## config.mk

```make
export PLATFORM = sky130hd
export DESIGN_NAME = rfsp_read_port
export DESIGN_NICKNAME = d
export VERILOG_FILES = /design/src/rtl/rfsp_pkg.sv /design/src/rtl/rfsp_sampler.sv /design/src/rtl/rfsp_bit_counter.sv /design/src/rtl/rfsp_shifter.sv /design/src/rtl/rfsp_result_hold.sv /design/src/rtl/rfsp_read_port.sv
export SDC_FILE = /design/constraint.sdc
export NUM_CORES = 1
export LEC_CHECK = 0
export BUFFER_PORTS_ARGS = -buffer_cell sky130_fd_sc_hd__buf_4
export CORE_UTILIZATION = 62
export CTS_CLUSTER_DIAMETER = 60
export DETAILED_ROUTE_END_ITERATION = 12
export PLACE_DENSITY = 0.85
export REMOVE_ABC_BUFFERS = 1
export SKIP_CTS_REPAIR_TIMING = 1
export SYNTH_ARGS = -nofsm -noshare
export SYNTH_HDL_FRONTEND = slang
export SYNTH_SLANG_ARGS = --single-unit
export TNS_END_PERCENT = 50
```

## constraint.sdc

```tcl
create_clock -name clk -period 6.1 [get_ports clk]
set_clock_uncertainty 0.2 [all_clocks]
set_input_delay 1.22 -clock clk [delete_from_list [all_inputs] [get_ports clk]]
set_output_delay 1.22 -clock clk [all_outputs]
set_load 0.02 [all_outputs]
```

## src/rtl/rfsp_pkg.sv

```systemverilog
package rfsp_pkg;
  // Word selection captured at the first strobe fall of a word.
  typedef enum logic {
    SEL_CTRL = 1'b0,
    SEL_DATA = 1'b1
  } rfsp_sel_e;
endpackage

```

## src/rtl/rfsp_sampler.sv

```systemverilog
// Registers the previous value of each pin so that edges can be found
// by comparing the current input against it.
module rfsp_sampler #(
  parameter int          N    = 2,
  parameter logic [N-1:0] IDLE = '0
) (
  input  logic         clk,
  input  logic         rst,
  input  logic [N-1:0] din,
  output logic [N-1:0] prev
);
  for (genvar g = 0; g < N; g++) begin : g_bit
    always_ff @(posedge clk) begin
      if (rst) prev[g] <= IDLE[g];
      else     prev[g] <= din[g];
    end
  end
endmodule

```

## src/rtl/rfsp_bit_counter.sv

```systemverilog
// Position within the word and the word-in-progress flag.
module rfsp_bit_counter #(
  parameter int WORD_W = 24,
  parameter int CNT_W  = $clog2(WORD_W)
) (
  input  logic             clk,
  input  logic             rst,
  input  logic             start,
  input  logic             advance,
  output logic [CNT_W-1:0] cnt,
  output logic             active,
  output logic             at_last
);
  localparam logic [CNT_W-1:0] LAST = CNT_W'(WORD_W - 1);

  assign at_last = (cnt == LAST);

  always_ff @(posedge clk) begin
    if (rst) begin
      cnt    <= '0;
      active <= 1'b0;
    end else if (start) begin
      cnt    <= '0;
      active <= 1'b1;
    end else if (advance) begin
      if (at_last) begin
        cnt    <= '0;
        active <= 1'b0;
      end else begin
        cnt <= cnt + 1'b1;
      end
    end
  end
endmodule

```

## src/rtl/rfsp_shifter.sv

```systemverilog
// Holds the word in flight and the driver enable for the data line.
module rfsp_shifter #(
  parameter int WORD_W = 24
) (
  input  logic              clk,
  input  logic              rst,
  input  logic              load,
  input  logic [WORD_W-1:0] load_word,
  input  logic              shift,
  input  logic              drv_on,
  input  logic              drv_off,
  output logic              sdata,
  output logic              sdata_oe
);
  logic [WORD_W-1:0] shreg;

  always_ff @(posedge clk) begin
    if (rst)        shreg <= '0;
    else if (load)  shreg <= load_word;
    else if (shift) shreg <= {shreg[WORD_W-2:0], 1'b0};
  end

  always_ff @(posedge clk) begin
    if (rst)          sdata_oe <= 1'b0;
    else if (drv_on)  sdata_oe <= 1'b1;
    else if (drv_off) sdata_oe <= 1'b0;
  end

  assign sdata = shreg[WORD_W-1];
endmodule

```

## src/rtl/rfsp_result_hold.sv

```systemverilog
// Output data register, one-deep holding slot and ready flag.
module rfsp_result_hold #(
  parameter int WORD_W = 24
) (
  input  logic              clk,
  input  logic              rst,
  input  logic              conv_valid,
  input  logic [WORD_W-1:0] conv_word,
  input  logic              busy,
  input  logic              done,
  output logic [WORD_W-1:0] data_word,
  output logic              ready_n
);
  logic              pend;
  logic [WORD_W-1:0] pend_word;

  always_ff @(posedge clk) begin
    if (rst) begin
      data_word <= '0;
      pend_word <= '0;
      pend      <= 1'b0;
      ready_n   <= 1'b1;
    end else if (done) begin
      pend <= 1'b0;
      if (conv_valid) begin
        data_word <= conv_word;
        ready_n   <= 1'b0;
      end else if (pend) begin
        data_word <= pend_word;
        ready_n   <= 1'b0;
      end else begin
        ready_n   <= 1'b1;
      end
    end else if (conv_valid) begin
      if (busy) begin
        pend      <= 1'b1;
        pend_word <= conv_word;
      end else begin
        data_word <= conv_word;
        ready_n   <= 1'b0;
      end
    end
  end
endmodule

```

## src/rtl/rfsp_read_port.sv

```systemverilog
module rfsp_read_port
  import rfsp_pkg::*;
#(
  parameter int WORD_W = 24
) (
  input  logic              clk,
  input  logic              rst,
  input  logic              sclk,
  input  logic              frame_n,
  input  logic              reg_sel,
  input  logic              conv_valid,
  input  logic [WORD_W-1:0] conv_word,
  input  logic [WORD_W-1:0] ctl_word,
  output logic              sdata,
  output logic              sdata_oe,
  output logic              ready_n
);
  localparam int CNT_W = $clog2(WORD_W);

  logic [1:0]        pin_prev;
  logic              sclk_prev, frame_prev;
  logic              frm_fall, frm_rise, sclk_fall;
  logic              start, resume, shift_evt, last;
  logic [CNT_W-1:0]  bit_idx;
  logic              word_active, at_last;
  rfsp_sel_e         sel_q;
  logic              data_busy, data_done;
  logic [WORD_W-1:0] data_word, load_word;

  rfsp_sampler #(.N(2), .IDLE(2'b10)) sampler_i (
    .clk (clk),
    .rst (rst),
    .din ({frame_n, sclk}),
    .prev(pin_prev)
  );

  assign {frame_prev, sclk_prev} = pin_prev;
  assign frm_fall  = frame_prev & ~frame_n;
  assign frm_rise  = ~frame_prev & frame_n;
  assign sclk_fall = sclk_prev & ~sclk;

  assign start     = frm_fall & ~word_active;
  assign resume    = frm_fall & word_active;
  assign shift_evt = sclk_fall & ~frame_n & word_active & ~frm_fall;
  assign last      = shift_evt & at_last;

  always_ff @(posedge clk) begin
    if (rst)        sel_q <= SEL_CTRL;
    else if (start) sel_q <= rfsp_sel_e'(reg_sel);
  end

  assign data_busy = (word_active & (sel_q == SEL_DATA)) | (start & reg_sel);
  assign data_done = last & (sel_q == SEL_DATA);
  assign load_word = reg_sel ? data_word : ctl_word;

  rfsp_bit_counter #(.WORD_W(WORD_W), .CNT_W(CNT_W)) counter_i (
    .clk    (clk),
    .rst    (rst),
    .start  (start),
    .advance(shift_evt),
    .cnt    (bit_idx),
    .active (word_active),
    .at_last(at_last)
  );

  rfsp_shifter #(.WORD_W(WORD_W)) shifter_i (
    .clk      (clk),
    .rst      (rst),
    .load     (start),
    .load_word(load_word),
    .shift    (shift_evt & ~at_last),
    .drv_on   (start | resume),
    .drv_off  (frm_rise | last),
    .sdata    (sdata),
    .sdata_oe (sdata_oe)
  );

  rfsp_result_hold #(.WORD_W(WORD_W)) hold_i (
    .clk       (clk),
    .rst       (rst),
    .conv_valid(conv_valid),
    .conv_word (conv_word),
    .busy      (data_busy),
    .done      (data_done),
    .data_word (data_word),
    .ready_n   (ready_n)
  );
endmodule

```

Yosys cells after proc, flatten, opt, wreduce, memory -nomap -nowiden
Index checks and enable logic that the tools add are counted.
{"block": "op_classes", "n_addsub": 1, "n_eq_ne": 2, "muxes": 19, "bitwise": 23, "reduce_logical": 13}
{"operator": "$mux W24", "count": 8}
{"operator": "$and A1 B1 Y1", "count": 13}
{"operator": "$reduce_bool A2 Y1", "count": 6}
{"operator": "$mux W1", "count": 10}
{"operator": "$not A1 Y1", "count": 7}
{"operator": "$reduce_and A2 Y1", "count": 3}
{"operator": "$reduce_and A3 Y1", "count": 2}
{"operator": "$add A5 B1 Y5 const B", "count": 1}
{"operator": "$eq A5 B5 Y1 const B", "count": 1}
{"operator": "$mux W5", "count": 1}
{"operator": "$reduce_or A2 Y1", "count": 2}
{"operator": "$or A1 B1 Y1", "count": 3}
{"operator": "$ne A2 B1 Y1 const B", "count": 1}
{"block": "totals", "reg_bits": 84, "in_bits": 54}

Depth between registers and ports, before layout
Gate-level depths: netlist of the first run.
{"block": "depth", "depth_word": 9, "ltp_mapped": 9, "mapped_depth_nobuf": 5}

Cells and area by module
A second synthesis of the first run with hierarchy kept.
{"block": "unflattened", "hier_cells": 414, "hier_area_um2": 4194.0}
{"module": "rfsp_result_hold", "n_inst": 1, "cells_per_inst": 228, "area_per_inst_um2": 2163.3, "seq_area_each_um2": 1001.0}
{"module": "rfsp_shifter", "n_inst": 1, "cells_per_inst": 111, "area_per_inst_um2": 1186.1, "seq_area_each_um2": 500.5}
{"module": "rfsp_read_port", "n_inst": 1, "cells_per_inst": 42, "area_per_inst_um2": 514.2, "seq_area_each_um2": 20.0}
{"module": "rfsp_bit_counter", "n_inst": 1, "cells_per_inst": 29, "area_per_inst_um2": 275.3, "seq_area_each_um2": 120.1}
{"module": "rfsp_sampler", "n_inst": 1, "cells_per_inst": 4, "area_per_inst_um2": 55.1, "seq_area_each_um2": 40.0}

Worst setup path after synthesis of the first run
Ideal clock, no wire load.
{"block": "synth_timing", "kind": "input-to-reg", "from": "input port frame_n", "to": "register hold_i.data_word[12]", "setup_time_ns": 0.081, "t_arrival_ns": 2.454, "required_ns": 5.819, "path_slack_ns": 3.365, "cell_stages": 6, "path_buffers": 2, "cell_sequence": "nor4b_4 -> buf_6 -> nand4_2 -> buf_2 -> mux2i_1 -> a211oi_2"}
{"block": "synth_via", "elab_chain_len": 8, "elab_cells_between_ends": 15}
{"element": "start, declared", "line": "rfsp_read_port.sv:9", "rtl": "input logic frame_n,"}
{"element": "$not A1 Y1 *", "line": "rfsp_read_port.sv:38, rfsp_read_port.sv:44"}
{"element": "$and A1 B1 Y1, on equally long branches", "line": "rfsp_read_port.sv:44, rfsp_read_port.sv:38"}
{"element": "$and A1 B1 Y1 / $not A1 Y1 (equally long branches)", "line": "rfsp_read_port.sv:44", "rtl": "assign shift_evt = sclk_fall & ~frame_n & word_active & ~frm_fall;"}
{"element": "$and A1 B1 Y1", "line": "rfsp_read_port.sv:44"}
{"element": "$and A1 B1 Y1", "line": "rfsp_read_port.sv:45", "rtl": "assign last = shift_evt & at_last;"}
{"element": "$and A1 B1 Y1", "line": "rfsp_read_port.sv:53", "rtl": "assign data_done = last & (sel_q == SEL_DATA);"}
{"element": "$ne A2 B1 Y1 (no line) / $reduce_bool A2 Y1 (equally long branches)"}
{"element": "$reduce_and A3 Y1 (no line)"}
{"element": "end signal, assigned", "line": "rfsp_result_hold.sv:26", "rtl": "data_word <= conv_word;"}
{"element": "end signal, assigned", "line": "rfsp_result_hold.sv:29", "rtl": "data_word <= pend_word;"}
{"element": "end signal, assigned", "line": "rfsp_result_hold.sv:39", "rtl": "data_word <= conv_word;"}
{"element": "end, declared", "line": "rfsp_result_hold.sv:11", "rtl": "output logic [WORD_W-1:0] data_word,"}
Every way passes the cells marked *; elsewhere a longest branch is shown, timed or not.
A chain may end at the register's enable or synchronous reset.

Worst setup path in the final report of the first run
{"block": "layout_timing", "from": "input port frame_n", "to": "register hold_i.data_word[17]"}
The elaborated chain is that of the path after synthesis.

==> impl_metrics.toml, run 1 <==
[run_status]
outcome = "finished, violations left"
failed_checks = "DRC"

[logic_synthesis]
synth_area_leaders = "dfxtp_1, mux2i_1, nand2b_1, a211oi_2, nand2_1"
seq_area_frac_synth_pct = 39.9
synth_top_cell_area_share_pct = 39.9
synth_top_area_cell = "dfxtp_1"
ys_warn_count = 0
synth_enable_flop_cells = 0
async_flop_share_pct = 0
synth_commonest_cells = "dfxtp_1, mux2i_1, nand2_1, nand2b_1"
synth_most_common_cell = "dfxtp_1"
syn_inst = 442
syn_area_per_cell_sq_um = 9.53
ys.flop_type = "dfxtp_1"
synth-seq-cells = 84
syn_area_sq_um = 4210
ys_types = 43

[sta]
layout_min_cycle_time_ns = 3.79
rsz0062_at_grt = "false"
slew_violations = 0
hold_viol_final = 0
whs_ns = 0.253
relSlewSlack_pct = 14.4
tns_ns = 0
worstMarginPinSlew_ns = 1.28
finalCritPeriodShare_pct = 62.1
finalSetupViolCount = 0
max_freq_mhz = 264

[clock_network]
cts_made_buffers = 9
clkLatencyLatePin_ns = 0.36
clkTransAtPathRegs_ns = 0.08
cts_buffer_depth = 2
root_buffer = "clkbuf_8"
tritoncts = "done"
cts_sinks = 84
htreeDepth = 3

[die]
fp.dieArea_sq_um = 7130
io_pins = 57
fp-row-count = 29
die_h_um = 84.4
fp.dieW_um = 84.4
coreArea_sq_um = 6460
initial_utilization_pct = 65.2

[global_route]
antenna_found_initial = 0
met1_usage_pct = 33.1
overflow = 0
grt_pass1_wl_um = 14600
grt_use_met3_pct = 5.70
grt_use_total_pct = 25.8
busiest_layer = "met2"
grt_pass1_vias = 3120
met2_usage_pct = 42.5
grt_max_degree = 109

[detailed_routing]
ant_nets = 0
num_vias = 3242
drt-total-wl_um = 8610
avgRoutedWirePerCell_um = 15.6
drc_errors = 3
first_pass_iters = 8
drtIter0Drc = 239
via_per_inst = 5.88

[power_and_ir_drop]
power_frac_clock_pct = 36.2
power_switching_share_pct = 25.3
switchingPower_uw = 304
p_total_mw = 1.20
pwr-share-comb_pct = 14.1
power_density_nw_per_um2 = 254
ir_worst_vdd_uv = 173
pwr-share-seq_pct = 49.8
leakage_nw = 1.93
p_int_uw = 898

[worst_setup_path]
path_max_fanout = 25
worstSetupPathType = "in -> reg"
critPathLaunchType = "input port"
worst_ep_required_time_ns = 6.07
worstPathArrival_ns = 3.76
critPathCaptureType = "flop"

[worst_hold_path]
hold_path.class = "reg -> reg"

[cells_and_area]
synthToLayoutAreaGrowth_pct = 12.1
layout.cells.non_filler = 551
drive_above_1_share_pct = 21.9
diodes = 0
nNetsFinal = 524

[place]
routabilityCongestion = 0.715
io_buffers = 56
dp_cells = 535
hpwlAfterDp_um = 5320

[flow_run]
maxCapViolations = 0
-- kinds of logic after synthesis --
logic type	after synthesis	synth area share, %
and+or+nand+nor	154	20.0
AOI/OAI and AO/OA	85	16.1
DFF	84	39.9
muxes	73	17.4
buffers and inverters	44	6.15
xor gates and xnor gates	1	0.208
adders and majority gates	1	0.297
-- power groups by stage --
stage                     Combinational [mW]  Clock (mW)  Sequential (mW)
after floorplan                       0.0998           0            0.607
after global placement                 0.164           0            0.609
after detailed placement               0.169           0            0.611
after CTS                              0.170       0.441            0.598
after global routing                   0.186       0.468            0.601
final                                  0.169       0.435            0.598
-- registers in the layout (all words and copies together), names as in the netlist --
name and cells:
counter_i.active 1, sel_q 1, hold_i.ready_n 1, shifter_i.shreg 24, shifter_i.sdata_oe 1, hold_i.pend_word 24, hold_i.pend 1, hold_i.data_word 24
counter_i.cnt 5, sampler_i.prev 2
-- per-stage QoR --
| stage | cell area (sq um) | utilization (%) | setup slack, ns |
|---|---|---|---|
| floorplan | 3960 | - | 1.28 |
| global placement | 4510 | 69.8 | 2.08 |
| detailed placement | 4510 | 69.8 | 1.99 |
| CTS | 4720 | 73.1 | 2.31 |
| global route | 4720 | 73.1 | 2.22 |
| finish | 4720 | 73.1 | 2.31 |
-- cell usage in the layout (no fill, tap or decap), drive strengths merged, types with 3 or more instances in the layout --
cell / netlist / layout
a211oi: 27 / 27
a21oi: 27 / 27
buf: 20 / 58
clkbuf: 22 / 11
clkinv: 0 / 3
dfxtp: 84 / 84
mux2i: 72 / 72
nand2: 53 / 53
nand2b: 48 / 48
nand3: 4 / 4
nand4: 4 / 4
nor2: 3 / 3
nor3: 27 / 27
o211ai: 23 / 23
-- area by class of cell --
| cell class | count | area [sq um] |
|---|---|---|
| Clock buffer | 11 | 141 |
| Clock inverter | 5 | 75.1 |
| Fill cell | 489 | 1740 |
| Inverter | 2 | 7.51 |
| Multi-Input combinational cell | 314 | 2290 |
| Sequential cell | 84 | 1680 |
| Tap cell | 77 | 96.3 |
| Timing Repair Buffer | 58 | 435 |
-- per-layer routing --
metal | vias up | wire length (um)
li1 | 1624 | -
met1 | 1528 | 3820
met2 | 76 | 4260
met3 | 14 | 364
met4 | 0 | 168
met5 | - | 0
-- path summary, 6_finish.rpt --
check,startpoint,to,slack [ns],cells past startpoint
max,frame_n,hold_i.data_word[17],2.31,5
max reg2reg,sampler_i.prev[1],hold_i.data_word[17],2.95,4
min,shifter_i.shreg[20],shifter_i.shreg[20],0.25,2
min reg2reg,shifter_i.shreg[20],shifter_i.shreg[20],0.25,2
-- worst max-delay path: stages --
cell      delay (ns)
buf_4           0.14
nor4b_4         0.62
and4_4          0.56
or2_1           1.02
a211oi_2        0.19
(Power assumes the default switching activity.)
==> inputs of run 2 (changes only) <==
--- a/config.mk
+++ b/config.mk
@@ -6,10 +6,10 @@
 export NUM_CORES = 1
 export LEC_CHECK = 0
 export BUFFER_PORTS_ARGS = -buffer_cell sky130_fd_sc_hd__buf_4
-export CORE_UTILIZATION = 62
+export CORE_UTILIZATION = 52
 export CTS_CLUSTER_DIAMETER = 60
 export DETAILED_ROUTE_END_ITERATION = 12
-export PLACE_DENSITY = 0.85
+export PLACE_DENSITY = 0.76
 export REMOVE_ABC_BUFFERS = 1
 export SKIP_CTS_REPAIR_TIMING = 1
 export SYNTH_ARGS = -nofsm -noshare
==> constraint.sdc (replaced) <==
create_clock -name clk -period 3.4 [get_ports clk]
set_clock_uncertainty 0.2 [all_clocks]
set_input_delay 0.68 -clock clk [delete_from_list [all_inputs] [get_ports clk]]
set_output_delay 0.68 -clock clk [all_outputs]
set_load 0.02 [all_outputs]
==> run 2 against run 1 <==
  * The run now ends clean
  * Clock-buffer cell count up 1
  * Die area is 19% higher
  * Sequential share of layout area shrank 0.51 points
  * Hold slack better by 0.0033 ns
  * Wire length fell by 1.6%
  * Sequential cell count stayed put
  * Largest cell class unchanged
  * Highest routed layer unchanged
==> impl_metrics.toml, run 2 (synthesized netlist as in run 1, its figures left out) <==
[run_status]
outcome = "complete, no violations"

[cells_and_area]
final_common_cell = "dfxtp_1"
nNetsFinal = 532
final_cell_mix = "dfxtp_1, mux2i_1, buf_4"
top_regs = "hold_i.data_word x24, hold_i.pend_word x24, shifter_i.shreg x24"
synthToLayoutAreaGrowth_pct = 13.7
diodes = 0
drive_above_1_share_pct = 23.0

[detailed_routing]
wl_met3_um = 261
dr.max_layer_used = "met4"
avgRoutedWirePerCell_um = 14.5
ant_nets = 0
drt-total-wl_um = 8470
met1Wirelength_um = 4020
first_pass_iters = 4
via_per_inst = 5.48
drc_errors = 0
drtIter0Drc = 150
num_vias = 3202
wl_met2_um = 4120

[die]
io_pins = 57
die_h_um = 92.0
fp.dieArea_sq_um = 8470
fp.dieW_um = 92.0
fp-row-count = 32
coreArea_sq_um = 7770
initial_utilization_pct = 54.3

[power_and_ir_drop]
leakage_nw = 1.96
power_density_nw_per_um2 = 435
ir_worst_vdd_uv = 244

[sta]
relSlewSlack_pct = 23.6
layout_min_cycle_time_ns = 2.53
slew_violations = 0
finalCritPeriodShare_pct = 74.3
max_freq_mhz = 396
rsz0062_at_grt = "false"
worstMarginPinSlew_ns = 1.14
whs_ns = 0.256
finalSetupViolCount = 0
setup_slack_ns = 0.874
hold_viol_final = 0

[clock_network]
htreeDepth = 3
cts_made_buffers = 9
clkLatencyLatePin_ns = 0.34
clkTransAtPathRegs_ns = 0.08
cts_buffer_depth = 2
root_buffer = "clkbuf_8"
cts_sinks = 84
tritoncts = "done"

[worst_setup_path]
critPathMaxStageDelay_ns = 0.60
worstPathArrival_ns = 2.57
worst_ep_required_time_ns = 3.44
worstSetupPathType = "reg -> reg"
critPathLaunchType = "flop"
critPathCaptureType = "flop"
path_max_fanout = 16
cp_cell_sequence = "nor3b_4, a221oi_2, buf_4, or2_1, buf_4, a211oi_1"
path_common_cell = "buf_4"
crit_slowest_cell = "nor3b_4"

[place]
hpwlAfterDp_um = 5590
routabilityCongestion = 0.821
pre_cts_slack_ns = 0.540
io_buffers = 56

[global_route]
grt_use_total_pct = 21.5
grt_pass1_wl_um = 14500
antenna_found_initial = 0
grt_pass1_vias = 3132
grt_max_degree = 94
overflow = 0

[worst_hold_path]
hold_path.class = "reg -> reg"

[flow_run]
maxCapViolations = 0
[run 2: cell count changes in the layout (fill, tap and decap cells not counted), sizes merged]
cell / before / now
buf: 58 / 66
clkbuf: 11 / 12
bufinv: 2 / 1
[run 2: layout make-up]
type / count / area [sq um]
clock buffers: 12 / 145
clock inverters: 4 / 48.8
fillers: 689 / 2980
inverters: 2 / 7.51
multi-input cells: 314 / 2290
flip-flops and latches: 84 / 1680
well taps: 102 / 128
repair buffers: 66 / 495
[run 2: metrics by stage]
step	cells	power, mW	util, %	setup TNS [ns]	area [sq um]
final	584	2.08	61.7	0	4790
after floorplan	400	1.27	-	-32.39	3960
after detailed placement	568	1.40	59.2	0	4600
after CTS	584	2.10	61.7	0	4790
after global placement	568	1.39	59.2	0	4600
after global routing	584	2.19	61.7	0	4790
[run 2: worst max-delay path, delay by kind of cell (launching register included)]
family,cells,cell delay (ns)
buffers and inverters,2,0.44
AO/OA/AOI/OAI,2,0.42
flip-flops,1,0.52
AND/OR/NAND/NOR,2,0.85
[run 2: path summary, 6_finish.rpt]
| kind | startpoint | endpoint | slack (ns) | cells past startpoint |
|---|---|---|---|---|
| worst max-delay path | counter_i.active | hold_i.data_word[1] | 0.87 | 6 |
| worst min-delay path | shifter_i.shreg[15] | shifter_i.shreg[15] | 0.26 | 2 |
| worst max register to register | counter_i.active | hold_i.data_word[1] | 0.87 | 6 |
| worst min register to register | shifter_i.shreg[15] | shifter_i.shreg[15] | 0.26 | 2 |
[run 2: where the power goes]
part	internal, mW	switching (mW)	total [mW]	leakage [nW]
Clock	0.359	0.342	0.702	0.100
Combinational	0.148	0.161	0.309	1.17
Sequential	1.04	0.0339	1.07	0.687
Total	1.55	0.537	2.08	1.96
[run 2: routing by layer]
metal  up-vias  GRT usage, %
li1       1641             -
met1      1507          27.2
met2        48          36.6
met3         6          5.80
met4         0          4.17
met5         -             0
